===== config.mk =====
export PLATFORM = sky130hd
export DESIGN_NAME = daisy_id_fwd
export DESIGN_NICKNAME = d
export VERILOG_FILES = /design/src/rtl/daisy_id_fwd_pkg.sv /design/src/rtl/daisy_id_fwd_edge.sv /design/src/rtl/daisy_id_fwd_track.sv /design/src/rtl/daisy_id_fwd_dec.sv /design/src/rtl/daisy_id_fwd.sv
export SDC_FILE = /design/constraint.sdc
export NUM_CORES = 1
export LEC_CHECK = 0
export ABC_AREA = 1
export BUFFER_PORTS_ARGS = -buffer_cell sky130_fd_sc_hd__buf_4
export CORE_AREA = 3 3 40 42
export CTS_CLUSTER_DIAMETER = 60
export DETAILED_ROUTE_END_ITERATION = 10
export DIE_AREA = 0 0 43 45
export PLACE_DENSITY = 0.73
export SYNTH_ARGS = -nofsm -noshare
export SYNTH_HDL_FRONTEND = slang
export SYNTH_SLANG_ARGS = --single-unit

===== constraint.sdc =====
create_clock -name clk_i -period 3.9 [get_ports clk_i]
set_input_delay 0.195 -clock clk_i [delete_from_list [all_inputs] [get_ports clk_i]]
set_output_delay 0.195 -clock clk_i [all_outputs]
set_load 0.02 [all_outputs]

===== src/rtl/daisy_id_fwd_pkg.sv =====
package daisy_id_fwd_pkg;
  localparam int unsigned BITS_PER_BYTE   = 8;
  localparam int unsigned BYTES_PER_FRAME = 3;
  localparam int unsigned ID_BITS         = 4;
endpackage


===== src/rtl/daisy_id_fwd_edge.sv =====
module daisy_id_fwd_edge (
  input  logic clk_i,
  input  logic rst_ni,
  input  logic sclk_i,
  input  logic cs_ni,
  output logic shift_o,
  output logic resync_o,
  output logic desel_o
);
  logic sclk_q, cs_q, rise;

  always_ff @(posedge clk_i or negedge rst_ni) begin
    if (!rst_ni) begin
      sclk_q <= 1'b0;
      cs_q   <= 1'b1;
    end else begin
      sclk_q <= sclk_i;
      cs_q   <= cs_ni;
    end
  end

  assign rise     = sclk_i & ~sclk_q;
  assign shift_o  = rise & ~cs_ni;
  assign resync_o = rise & cs_ni;
  assign desel_o  = cs_ni & ~cs_q;
endmodule


===== src/rtl/daisy_id_fwd_track.sv =====
module daisy_id_fwd_track #(
  parameter int unsigned BITS   = 8,
  parameter int unsigned BYTES  = 3,
  parameter int unsigned ID_W   = 4
) (
  input  logic clk_i,
  input  logic rst_ni,
  input  logic shift_i,
  input  logic resync_i,
  input  logic desel_i,
  output logic in_id_o,
  output logic id_first_o,
  output logic id_last_o,
  output logic ctrl_first_o,
  output logic frame_start_o
);
  localparam int unsigned CNT_W    = $clog2(BITS + 2);
  localparam int unsigned BYTE_W   = (BYTES > 1) ? $clog2(BYTES) : 1;
  localparam int unsigned ID_START = BITS - ID_W;
  localparam logic [CNT_W-1:0]  CNT_FULL  = CNT_W'(BITS);
  localparam logic [CNT_W-1:0]  CNT_OVER  = CNT_W'(BITS + 1);
  localparam logic [CNT_W-1:0]  CNT_IDS   = CNT_W'(ID_START);
  localparam logic [CNT_W-1:0]  CNT_IDL   = CNT_W'(BITS - 1);
  localparam logic [BYTE_W-1:0] BYTE_LAST = BYTE_W'(BYTES - 1);

  logic [CNT_W-1:0]  bit_q;
  logic [BYTE_W-1:0] byte_q;
  logic              in_ctrl;

  always_ff @(posedge clk_i or negedge rst_ni) begin
    if (!rst_ni) begin
      bit_q  <= '0;
      byte_q <= '0;
    end else if (resync_i) begin
      bit_q  <= '0;
      byte_q <= '0;
    end else if (shift_i) begin
      if (bit_q != CNT_OVER) bit_q <= bit_q + 1'b1;
    end else if (desel_i && bit_q == CNT_FULL) begin
      bit_q  <= '0;
      byte_q <= (byte_q == BYTE_LAST) ? '0 : byte_q + 1'b1;
    end
  end

  assign in_ctrl       = (byte_q == '0);
  assign in_id_o       = in_ctrl && bit_q >= CNT_IDS && bit_q < CNT_FULL;
  assign id_first_o    = in_ctrl && bit_q == CNT_IDS;
  assign id_last_o     = in_ctrl && bit_q == CNT_IDL;
  assign ctrl_first_o  = in_ctrl && bit_q == '0;
  assign frame_start_o = ctrl_first_o;
endmodule


===== src/rtl/daisy_id_fwd_dec.sv =====
module daisy_id_fwd_dec (
  input  logic clk_i,
  input  logic rst_ni,
  input  logic en_i,
  input  logic first_i,
  input  logic bit_i,
  output logic bit_o,
  output logic zero_o
);
  logic borrow_q, zero_q, borrow_eff, zero_eff;

  // field arrives LSB first: preset borrow on its first bit
  assign borrow_eff = first_i | borrow_q;
  assign zero_eff   = first_i | zero_q;
  assign bit_o      = bit_i ^ borrow_eff;
  assign zero_o     = zero_eff & ~bit_i;

  always_ff @(posedge clk_i or negedge rst_ni) begin
    if (!rst_ni) begin
      borrow_q <= 1'b0;
      zero_q   <= 1'b0;
    end else if (en_i) begin
      borrow_q <= borrow_eff & ~bit_i;
      zero_q   <= zero_eff & ~bit_i;
    end
  end
endmodule


===== src/rtl/daisy_id_fwd.sv =====
module daisy_id_fwd
  import daisy_id_fwd_pkg::*;
#(
  parameter int unsigned BITS  = BITS_PER_BYTE,
  parameter int unsigned BYTES = BYTES_PER_FRAME,
  parameter int unsigned ID_W  = ID_BITS
) (
  input  logic clk_i,
  input  logic rst_ni,
  input  logic sclk_i,
  input  logic cs_ni,
  input  logic mosi_i,
  output logic thru_o,
  output logic addressed_o
);
  logic shift, resync, desel;
  logic in_id, id_first, id_last, ctrl_first, frame_start;
  logic dec_bit, dec_zero, fwd_bit;
  logic thru_q, addr_q;

  daisy_id_fwd_edge u_edge (
    .clk_i, .rst_ni, .sclk_i, .cs_ni,
    .shift_o(shift), .resync_o(resync), .desel_o(desel)
  );

  daisy_id_fwd_track #(.BITS(BITS), .BYTES(BYTES), .ID_W(ID_W)) u_track (
    .clk_i, .rst_ni,
    .shift_i(shift), .resync_i(resync), .desel_i(desel),
    .in_id_o(in_id), .id_first_o(id_first), .id_last_o(id_last),
    .ctrl_first_o(ctrl_first), .frame_start_o(frame_start)
  );

  daisy_id_fwd_dec u_dec (
    .clk_i, .rst_ni,
    .en_i(shift & in_id), .first_i(id_first), .bit_i(mosi_i),
    .bit_o(dec_bit), .zero_o(dec_zero)
  );

  assign fwd_bit = in_id ? dec_bit : mosi_i;

  always_ff @(posedge clk_i or negedge rst_ni) begin
    if (!rst_ni) begin
      thru_q <= 1'b0;
      addr_q <= 1'b0;
    end else if (resync) begin
      addr_q <= 1'b0;
    end else if (shift) begin
      thru_q <= fwd_bit;
      if (ctrl_first)   addr_q <= 1'b0;
      else if (id_last) addr_q <= dec_zero;
    end
  end

  assign thru_o      = thru_q;
  assign addressed_o = addr_q;
endmodule


-- Yosys cells after proc, flatten, opt, wreduce, memory -nomap -nowiden
Cells that the tools add are included.
- flip-flop bits (word level): 12
- output and inout bits: 2
- logic and storage cells: 63
- add/sub/neg operators: 2
- magnitude comparators: 2
- equality and inequality tests: 7
- muxes and demuxes: 13
- bitwise logic cells: 15
- reductions and logical operators: 16
- operators with widths (kind ; count):
    4-bit 2-to-1 mux ; 4
    4-bit by 3-bit equality test with 1-bit output (second input constant) ; 2
    2-bit 2-to-1 mux ; 4
    2-bit AND reduction ; 4
    1-bit bitwise AND ; 7
    1-bit logical AND ; 6
    3-bit nonzero test ; 2
    1-bit 2-to-1 mux ; 5
    1-bit NOT ; 5
    4-bit by 1-bit adder with 4-bit output (second input constant) ; 1
    4-bit equality test (second input constant) ; 1
    4-bit by 3-bit greater-or-equal comparator with 1-bit output (second input constant) ; 1
    4-bit logical NOT ; 1
    4-bit less-than comparator (second input constant) ; 1
    4-bit != test (second input constant) ; 1
    2-bit nonzero test ; 2
    3-bit by 1-bit != test with 1-bit output (second input constant) ; 1
    2-bit by 1-bit adder with 2-bit output (second input constant) ; 1
    2-bit equality test (second input constant) ; 1
    2-bit logical NOT ; 1
    2-bit by 1-bit != test with 1-bit output (second input constant) ; 1
    1-bit bitwise OR ; 2
    1-bit bitwise XOR ; 1

-- Depth between registers and ports, before layout
Gate-level depths: netlist of run 1.
- word-level depth: 8
- depth in mapped cells: 9

-- Hierarchy
Synthesis of run 1 repeated with hierarchy kept, for this count alone.
- cell total of the unflattened synthesis: 114
- area total of the unflattened synthesis: 815.8 um^2
- modules (own cells, without submodules) (module ; times used ; cells an instance ; area an instance (um^2)):
    daisy_id_fwd_track ; 1 ; 71 ; 499.2
    daisy_id_fwd ; 1 ; 19 ; 125.1
    daisy_id_fwd_dec ; 1 ; 16 ; 117.6
    daisy_id_fwd_edge ; 1 ; 8 ; 73.8

-- Worst setup path after synthesis of run 1
Ideal clock, no wire load.
- path type: register to register
- start: register u_track.bit_q[0]
- end: register thru_q (netlist: thru_o)
- library setup time: 0.124 ns
- data arrival time: 1.231 ns
- required time: 3.776 ns
- slack: 2.545 ns
- stages on the path, launching flop included: 9
- buffers on the path: 0
- clock period less this slack: 1.355 ns
- cell sequence: dfrtp_1 inv_1 ha_1 nand3_1 nand2_1 ha_1 nand2_1 o211ai_1 nand2_1
- cells in the longest elaborated chain, start to end: 5
- ends and longest elaborated chain (what ; line ; text):
    start, declared ; daisy_id_fwd_track.sv:26 ; logic [CNT_W-1:0] bit_q;
    start signal, assigned ; daisy_id_fwd_track.sv:38 ; if (bit_q != CNT_OVER) bit_q <= bit_q + 1'b1;
    4-bit by 3-bit equality test with 1-bit output ; daisy_id_fwd_track.sv:47 ; assign id_first_o = in_ctrl && bit_q == CNT_IDS;
    1-bit logical AND ; daisy_id_fwd_track.sv:47 ;
    1-bit bitwise OR ; daisy_id_fwd_dec.sv:13 ; assign borrow_eff = first_i | borrow_q;
    1-bit bitwise XOR ; daisy_id_fwd_dec.sv:15 ; assign bit_o = bit_i ^ borrow_eff;
    1-bit 2-to-1 mux * ; daisy_id_fwd.sv:39 ; assign fwd_bit = in_id ? dec_bit : mosi_i;
    end signal, assigned ; daisy_id_fwd.sv:48 ; thru_q <= fwd_bit;
    end, declared ; daisy_id_fwd.sv:19 ; logic thru_q, addr_q;
Mark *: on every way between the ends. The rest lies on a longest branch, timed or not.
A chain may end at the register's enable or synchronous reset.

-- Final worst setup path of run 1
Ends and elaborated chain as after synthesis.

==> reports/qor.csv, run 1 <==
metric,value,unit
cp-end-kind,flop,
layout-drive-gt1-share,30.2,%
clock_skew,5.08,ps
grt_pass1_wl,2.33,mm
die_area,0.00194,mm^2
synth_cell_type_count,21,
grt_pass1_vias,563,
grt_max_degree,13,
ys_ff_latch,12,
combPwrFrac,22.0,%
hpwlAfterDp,940,um
vias,555,
grt-ovfl-total,0,
synth.yosys.warnings,0,
firstDrtPassIters,4,
via_per_inst,5.00,
io_pins,7,
fin_tns_setup,0,ps
worst_ir_drop_vdd,0.204,mV
p_switching,0.0958,mW
antenna_found_initial,0,
drv_slew,0,
power_frac_clock,27.8,%
drc,0,
reg2regPathDepth,8,
min-delay-path-class,in2reg,
root_buffer,clkbuf_4,
synth_nets,95,
p_leak,0.412,nW
drt-initial-drc-count,6,
worstPathRequired,4060,ps
wire_per_inst,11.1,um
cts_tree,yes,
clk_pin_slew_worst_paths,80,ps
clk_latency,280,ps
nNetsFinal,106,
synth_seq_area_share,42.1,%
die_h,45,um
busiest_layer,met2,
finalCritPeriodShare,37.9,%
crit_slowest_cell,dfrtp_1,
port_buffers,6,
netlist_area,716,um^2
cap_violations,0,
whs_path_depth,1,
path_cells,inv_1 > ha_1 > nand3_1 > nand2_1 > ha_1 > nand2_1 > o211ai_1 > nand2_1,
place_congestion,0.788,
met1_usage,20.0,%
p_int,0.204,mW
layout_min_cycle_time,1480,ps
avgSynthCellArea,8.32,um^2
core-area,0.00128,mm^2
cts.repair.resized,0,
crit_path_start_kind,flop,
layout-area-overhead-vs-synth,12.4,%
path_max_fanout,5,
drt_wl_total,1.23,mm
htree_levels,1,
timing.fmax,676,MHz
setup_ws,2420,ps
finalHoldViolCount,0,
crit_arrival,1640,ps
start_util,55.7,%
pwr_density_cell,372,mW/mm^2
p_seq_share,50.3,%
critPathKind,reg2reg,
groute.usage.overall,16.2,%
fp-row-count,13,
rsz0062_at_grt,false,
max_stage_delay,420,ps
switching_share,32.0,%
cts_buffers,3,
setup-violations-final,0,
syn_inst,86,
cts.sinks,12,
grt.met2_usage,26.9,%
dp_slack,2460,ps
slew_headroom,82.7,%
clockBufferDepth,2,
gr-usage-met3,2.79,%
postCtsSetupBuffers,0,
worst_slew_pin_slew,260,ps
die_width,43,um
status,"finished, final reports clean",
diodes,0,
ant_nets,0,
cp_common_cell,nand2_1,
fillers,109,
-- cell usage in the layout, fill, tap and decap left out --
cell type	synthesis	final
clkbuf_4	0	3
ha_1	4	4
nand2_4	2	2
inv_1	7	7
o21ai_0	1	1
a21oi_1	1	1
o21ai_2	2	2
nand3_2	1	1
buf_4	0	6
dlygate4sd3_1	0	1
nand2_2	4	4
nor2_2	5	5
o211ai_1	1	1
dfrtp_1	11	11
nand4_1	1	1
nand2_1	23	23
nand3_1	9	9
nor2_1	3	3
inv_2	4	4
nor2_4	1	1
xor2_1	2	2
clkbuf_1	0	1
o21ai_1	2	2
dfstp_2	1	1
-- sequential cells by signal (all words and copies together) (netlist names) --
name            count
u_track.bit_q       4
u_dec.borrow_q      1
u_dec.zero_q        1
u_edge.sclk_q       1
thru_o              1
u_track.byte_q      2
addressed_o         1
u_edge.cs_q         1
-- worst max-delay path, delay by kind of cell, from the launching register on --
family / cells / cell delay, ps
buf+inv: 1 / 80
fa+ha+maj: 2 / 490
flops: 1 / 420
compound gates: 1 / 80
simple gates: 4 / 290
-- metal layers --
layer  vias up  part of all wire (%)  routed length, um
met3         3                   4.7                 58
met2        11                    47                584
li1        289                     -                  -
met4         0                   2.2                 27
met1       252                    46                561
met5         -                     0                  0
-- final cells by class --
class | count | area [um^2] | share of cell area [%]
inverters | 11 | 41.3 | 5.13
multi-input cells | 62 | 362 | 44.9
clock buffers | 4 | 26.3 | 3.27
repair buffers | 7 | 55.1 | 6.84
well taps | 15 | 18.8 | 2.33
flip-flops and latches | 12 | 302 | 37.5
-- per-stage QoR --
stage / area [um^2] / total power, mW / hold WS (ps) / instances / util, %
after floorplan: 716 / 0.198 / -101 / 86 / -
after global placement: 768 / 0.216 / 41.6 / 106 / 59.8
after detailed placement: 768 / 0.217 / 44.2 / 106 / 59.8
after CTS: 805 / 0.302 / 46.7 / 111 / 62.6
after global routing: 805 / 0.319 / 41.0 / 111 / 62.6
final: 805 / 0.299 / 48.1 / 111 / 62.6
-- kinds of logic (layout without fill, tap and decap cells) --
logic type                 Yosys count  in the layout  synth area share (%)
buffers and inverters               12             22                  7.34
xor gates and xnor gates             2              2                  2.45
DFF                                 12             12                  42.1
and+or+nand+nor                     49             49                  34.8
adders and majority gates            4              4                  6.99
AOI/OAI and AO/OA                    7              7                  6.29
-- power by group through the flow --
stage | Clock, mW | Combinational, mW | Sequential [mW]
after floorplan | 0 | 0.0459 | 0.152
after global placement | 0 | 0.0645 | 0.152
after detailed placement | 0 | 0.0649 | 0.152
after CTS | 0.0859 | 0.0658 | 0.150
after global routing | 0.0912 | 0.0760 | 0.152
final | 0.0831 | 0.0657 | 0.150
-- final timing paths --
path / from / endpoint / slack [ps]
max: u_track.bit_q[0]$_DFFE_PN0P_ / thru_o$_DFFE_PN0N_ / 2420
min: sclk_i / u_edge.sclk_q$_DFF_PN0_ / 50
max reg2reg: u_track.bit_q[0]$_DFFE_PN0P_ / thru_o$_DFFE_PN0N_ / 2420
min reg2reg: addressed_o$_DFFE_PN0P_ / addressed_o$_DFFE_PN0P_ / 500
max in group asynchronous: rst_ni / u_edge.cs_q$_DFF_PN1_ / 3380
min in group asynchronous: rst_ni / u_edge.sclk_q$_DFF_PN0_ / 280
-- repair_timing --
action	in CTS	in global routing
setup endpoints to repair	0	0
hold buffers	1	0
endpoints found under the hold margin	12	0
-- synthesized netlist by cell type, drive strengths merged --
| master | instances | share of area, % |
|---|---|---|
| a21oi | 1 | 0.70 |
| buf | 1 | 1.6 |
| dfrtp | 11 | 38 |
| dfstp | 1 | 3.7 |
| ha | 4 | 7.0 |
| inv | 11 | 5.8 |
| nand2 | 29 | 19 |
| nand3 | 10 | 7.7 |
| nand4 | 1 | 0.87 |
| nor2 | 9 | 7.5 |
| o211ai | 1 | 1.0 |
| o21ai | 5 | 4.5 |
| xor2 | 2 | 2.4 |
Power figures use the tool's default switching activity.
==> inputs of run 2 (changes only) <==
CORE_AREA = default   (was 3 3 40 42)
CORE_ASPECT_RATIO = 1.1   (was default)
CORE_MARGIN = 3   (was default)
CORE_UTILIZATION = 50   (was default)
DIE_AREA = default   (was 0 0 43 45)
PLACE_DENSITY = 0.72   (was 0.73)
clock period = 1.2 ns   (was 3.9 ns; I/O delays follow)
==> reports/qor.csv, run 2 (same netlist as run 1, synthesis figures left out) <==
metric,value,unit
groute.usage.overall,19.2,%
antenna_found_initial,0,
top_register,u_track.bit_q,
diodes,0,
layout-area-overhead-vs-synth,38.8,%
setup-violations-final,9,
clk_pin_slew_worst_paths,80,ps
critPathKind,reg2reg,
clock_skew,6.91,ps
die_width,42.1,um
post_dp_cell_area,848,um^2
final_cell_mix,"nand2_1 (19), buf_4 (17), dfrtp_1 (11)",
cp_num_buf_inv,1,
reg2regPathDepth,8,
layout-drive-gt1-share,48.6,%
grt_max_degree,13,
hold_end,thru_o$_DFFE_PN0N_,
finalHoldViolCount,0,
min_from,mosi_i,
timing.fmax,749,MHz
worstPathRequired,1370,ps
status,finished with violations,
grt_pass1_vias,651,
clk_latency,280,ps
reg_top3,"u_track.bit_q (4), u_track.byte_q (2)",
seqCellArea,302,um^2
wire_per_inst,13.6,um
place_congestion,0.753,
final_common_cell,nand2_1,
cap_violations,0,
max_stage_delay,380,ps
slew_headroom,84.8,%
drv_slew,0,
vias,641,
min-delay-path-class,in2reg,
pwr_density_cell,1160,mW/mm^2
hpwlAfterDp,1.04,mm
ff2ff_setup_slack,-140,ps
final_core_util,79.3,%
finalCritPeriodShare,111,%
rsz0062_at_grt,true,
cts_tree,yes,
r2r-end,thru_o$_DFFE_PN0N_,
die_h,45.7,um
cts_buffers,3,
drt-initial-drc-count,13,
fin_area,993,um^2
drc,0,
io_pins,7,
worst_ir_drop_vdd,0.634,mV
worst_slew_pin_slew,228,ps
htree_levels,1,
setup_ws,-136,ps
path_max_fanout,3,
via_per_inst,5.17,
die_area,0.00192,mm^2
r2r-start,u_track.bit_q[1]$_DFFE_PN0P_,
largest_reg_flops,4,
multi_input_area,448,um^2
fp-row-count,13,
cts.sinks,12,
crit_path_start_kind,flop,
cp-end-kind,flop,
grt_pass1_wl,2.65,mm
grt-ovfl-total,0,
firstDrtPassIters,6,
nNetsFinal,119,
start_util,57.1,%
root_buffer,clkbuf_4,
core-area,0.00125,mm^2
path_cells,inv_2 > ha_4 > nand3_4 > nand2_4 > ha_4 > nand2_1 > o211ai_1 > nand2_1,
crit_arrival,1510,ps
startpoint,u_track.bit_q[1]$_DFFE_PN0P_,
ant_nets,0,
drt_wl_total,1.68,mm
fillers,77,
violations,setup timing,
layout_min_cycle_time,1340,ps
crit_family,adder cells,
hold-worst-slack,57.1,ps
crit_slowest_cell,dfrtp_1,
port_buffers,6,
clockBufferDepth,2,
p_leak,0.482,nW
whs_path_depth,3,
run 2: how the worst max path moves through the flow:
stage                         endpoint  slack [ps]  cells after the start
floorplan           thru_o$_DFFE_PN0N_         -90                      8
global placement    thru_o$_DFFE_PN0N_         -90                      8
detailed placement  thru_o$_DFFE_PN0N_        -130                      8
CTS                 thru_o$_DFFE_PN0N_        -100                      8
global route        thru_o$_DFFE_PN0N_        -200                      8
finish              thru_o$_DFFE_PN0N_        -140                      8
run 2: where the power goes:
group          switching, mW  internal (mW)
Sequential            0.0382          0.449
Combinational          0.207          0.179
Clock                  0.146          0.129
run 2: worst min-delay path: stages:
cell and delay [ps]:
buf_4 90, o211ai_1 100, nand2_1 60
run 2: layout make-up:
class	instances	share of cell area (%)
multi-input combinational	62	45.1
sequential	12	30.4
timing repair buffer	20	15.9
inverter	11	4.16
clock buffer	4	2.64
tap	15	1.89
run 2: metrics by stage:
| step | setup WS [ps] | cells | total power [mW] | TNS (ps) |
|---|---|---|---|---|
| after CTS | -102 | 123 | 1.09 | -230 |
| final | -136 | 124 | 1.15 | -735 |
| after global routing | -204 | 124 | 1.21 | -1620 |
| after floorplan | -91.8 | 86 | 0.651 | -302 |
| after detailed placement | -125 | 115 | 0.789 | -618 |
| after global placement | -89.2 | 115 | 0.781 | -327 |
run 2: routing by layer:
layer | vias up | wire length, um | part of all wire [%] | GRT usage [%]
met3 | 7 | 74 | 4.4 | 4.74
met4 | 0 | 69 | 4.1 | 13.0
met2 | 22 | 834 | 50 | 33.6
met5 | - | 0 | 0 | 0
li1 | 317 | - | - | -
met1 | 295 | 706 | 42 | 20.7
run 2: what timing repair did:
item,4_1_cts,5_1_grt
hold buffers,3,0
hold endpoints to repair,14,0
pin swaps,5,7
setup endpoints to repair,9,10
buffers inserted,1,2
resized for setup,6,9
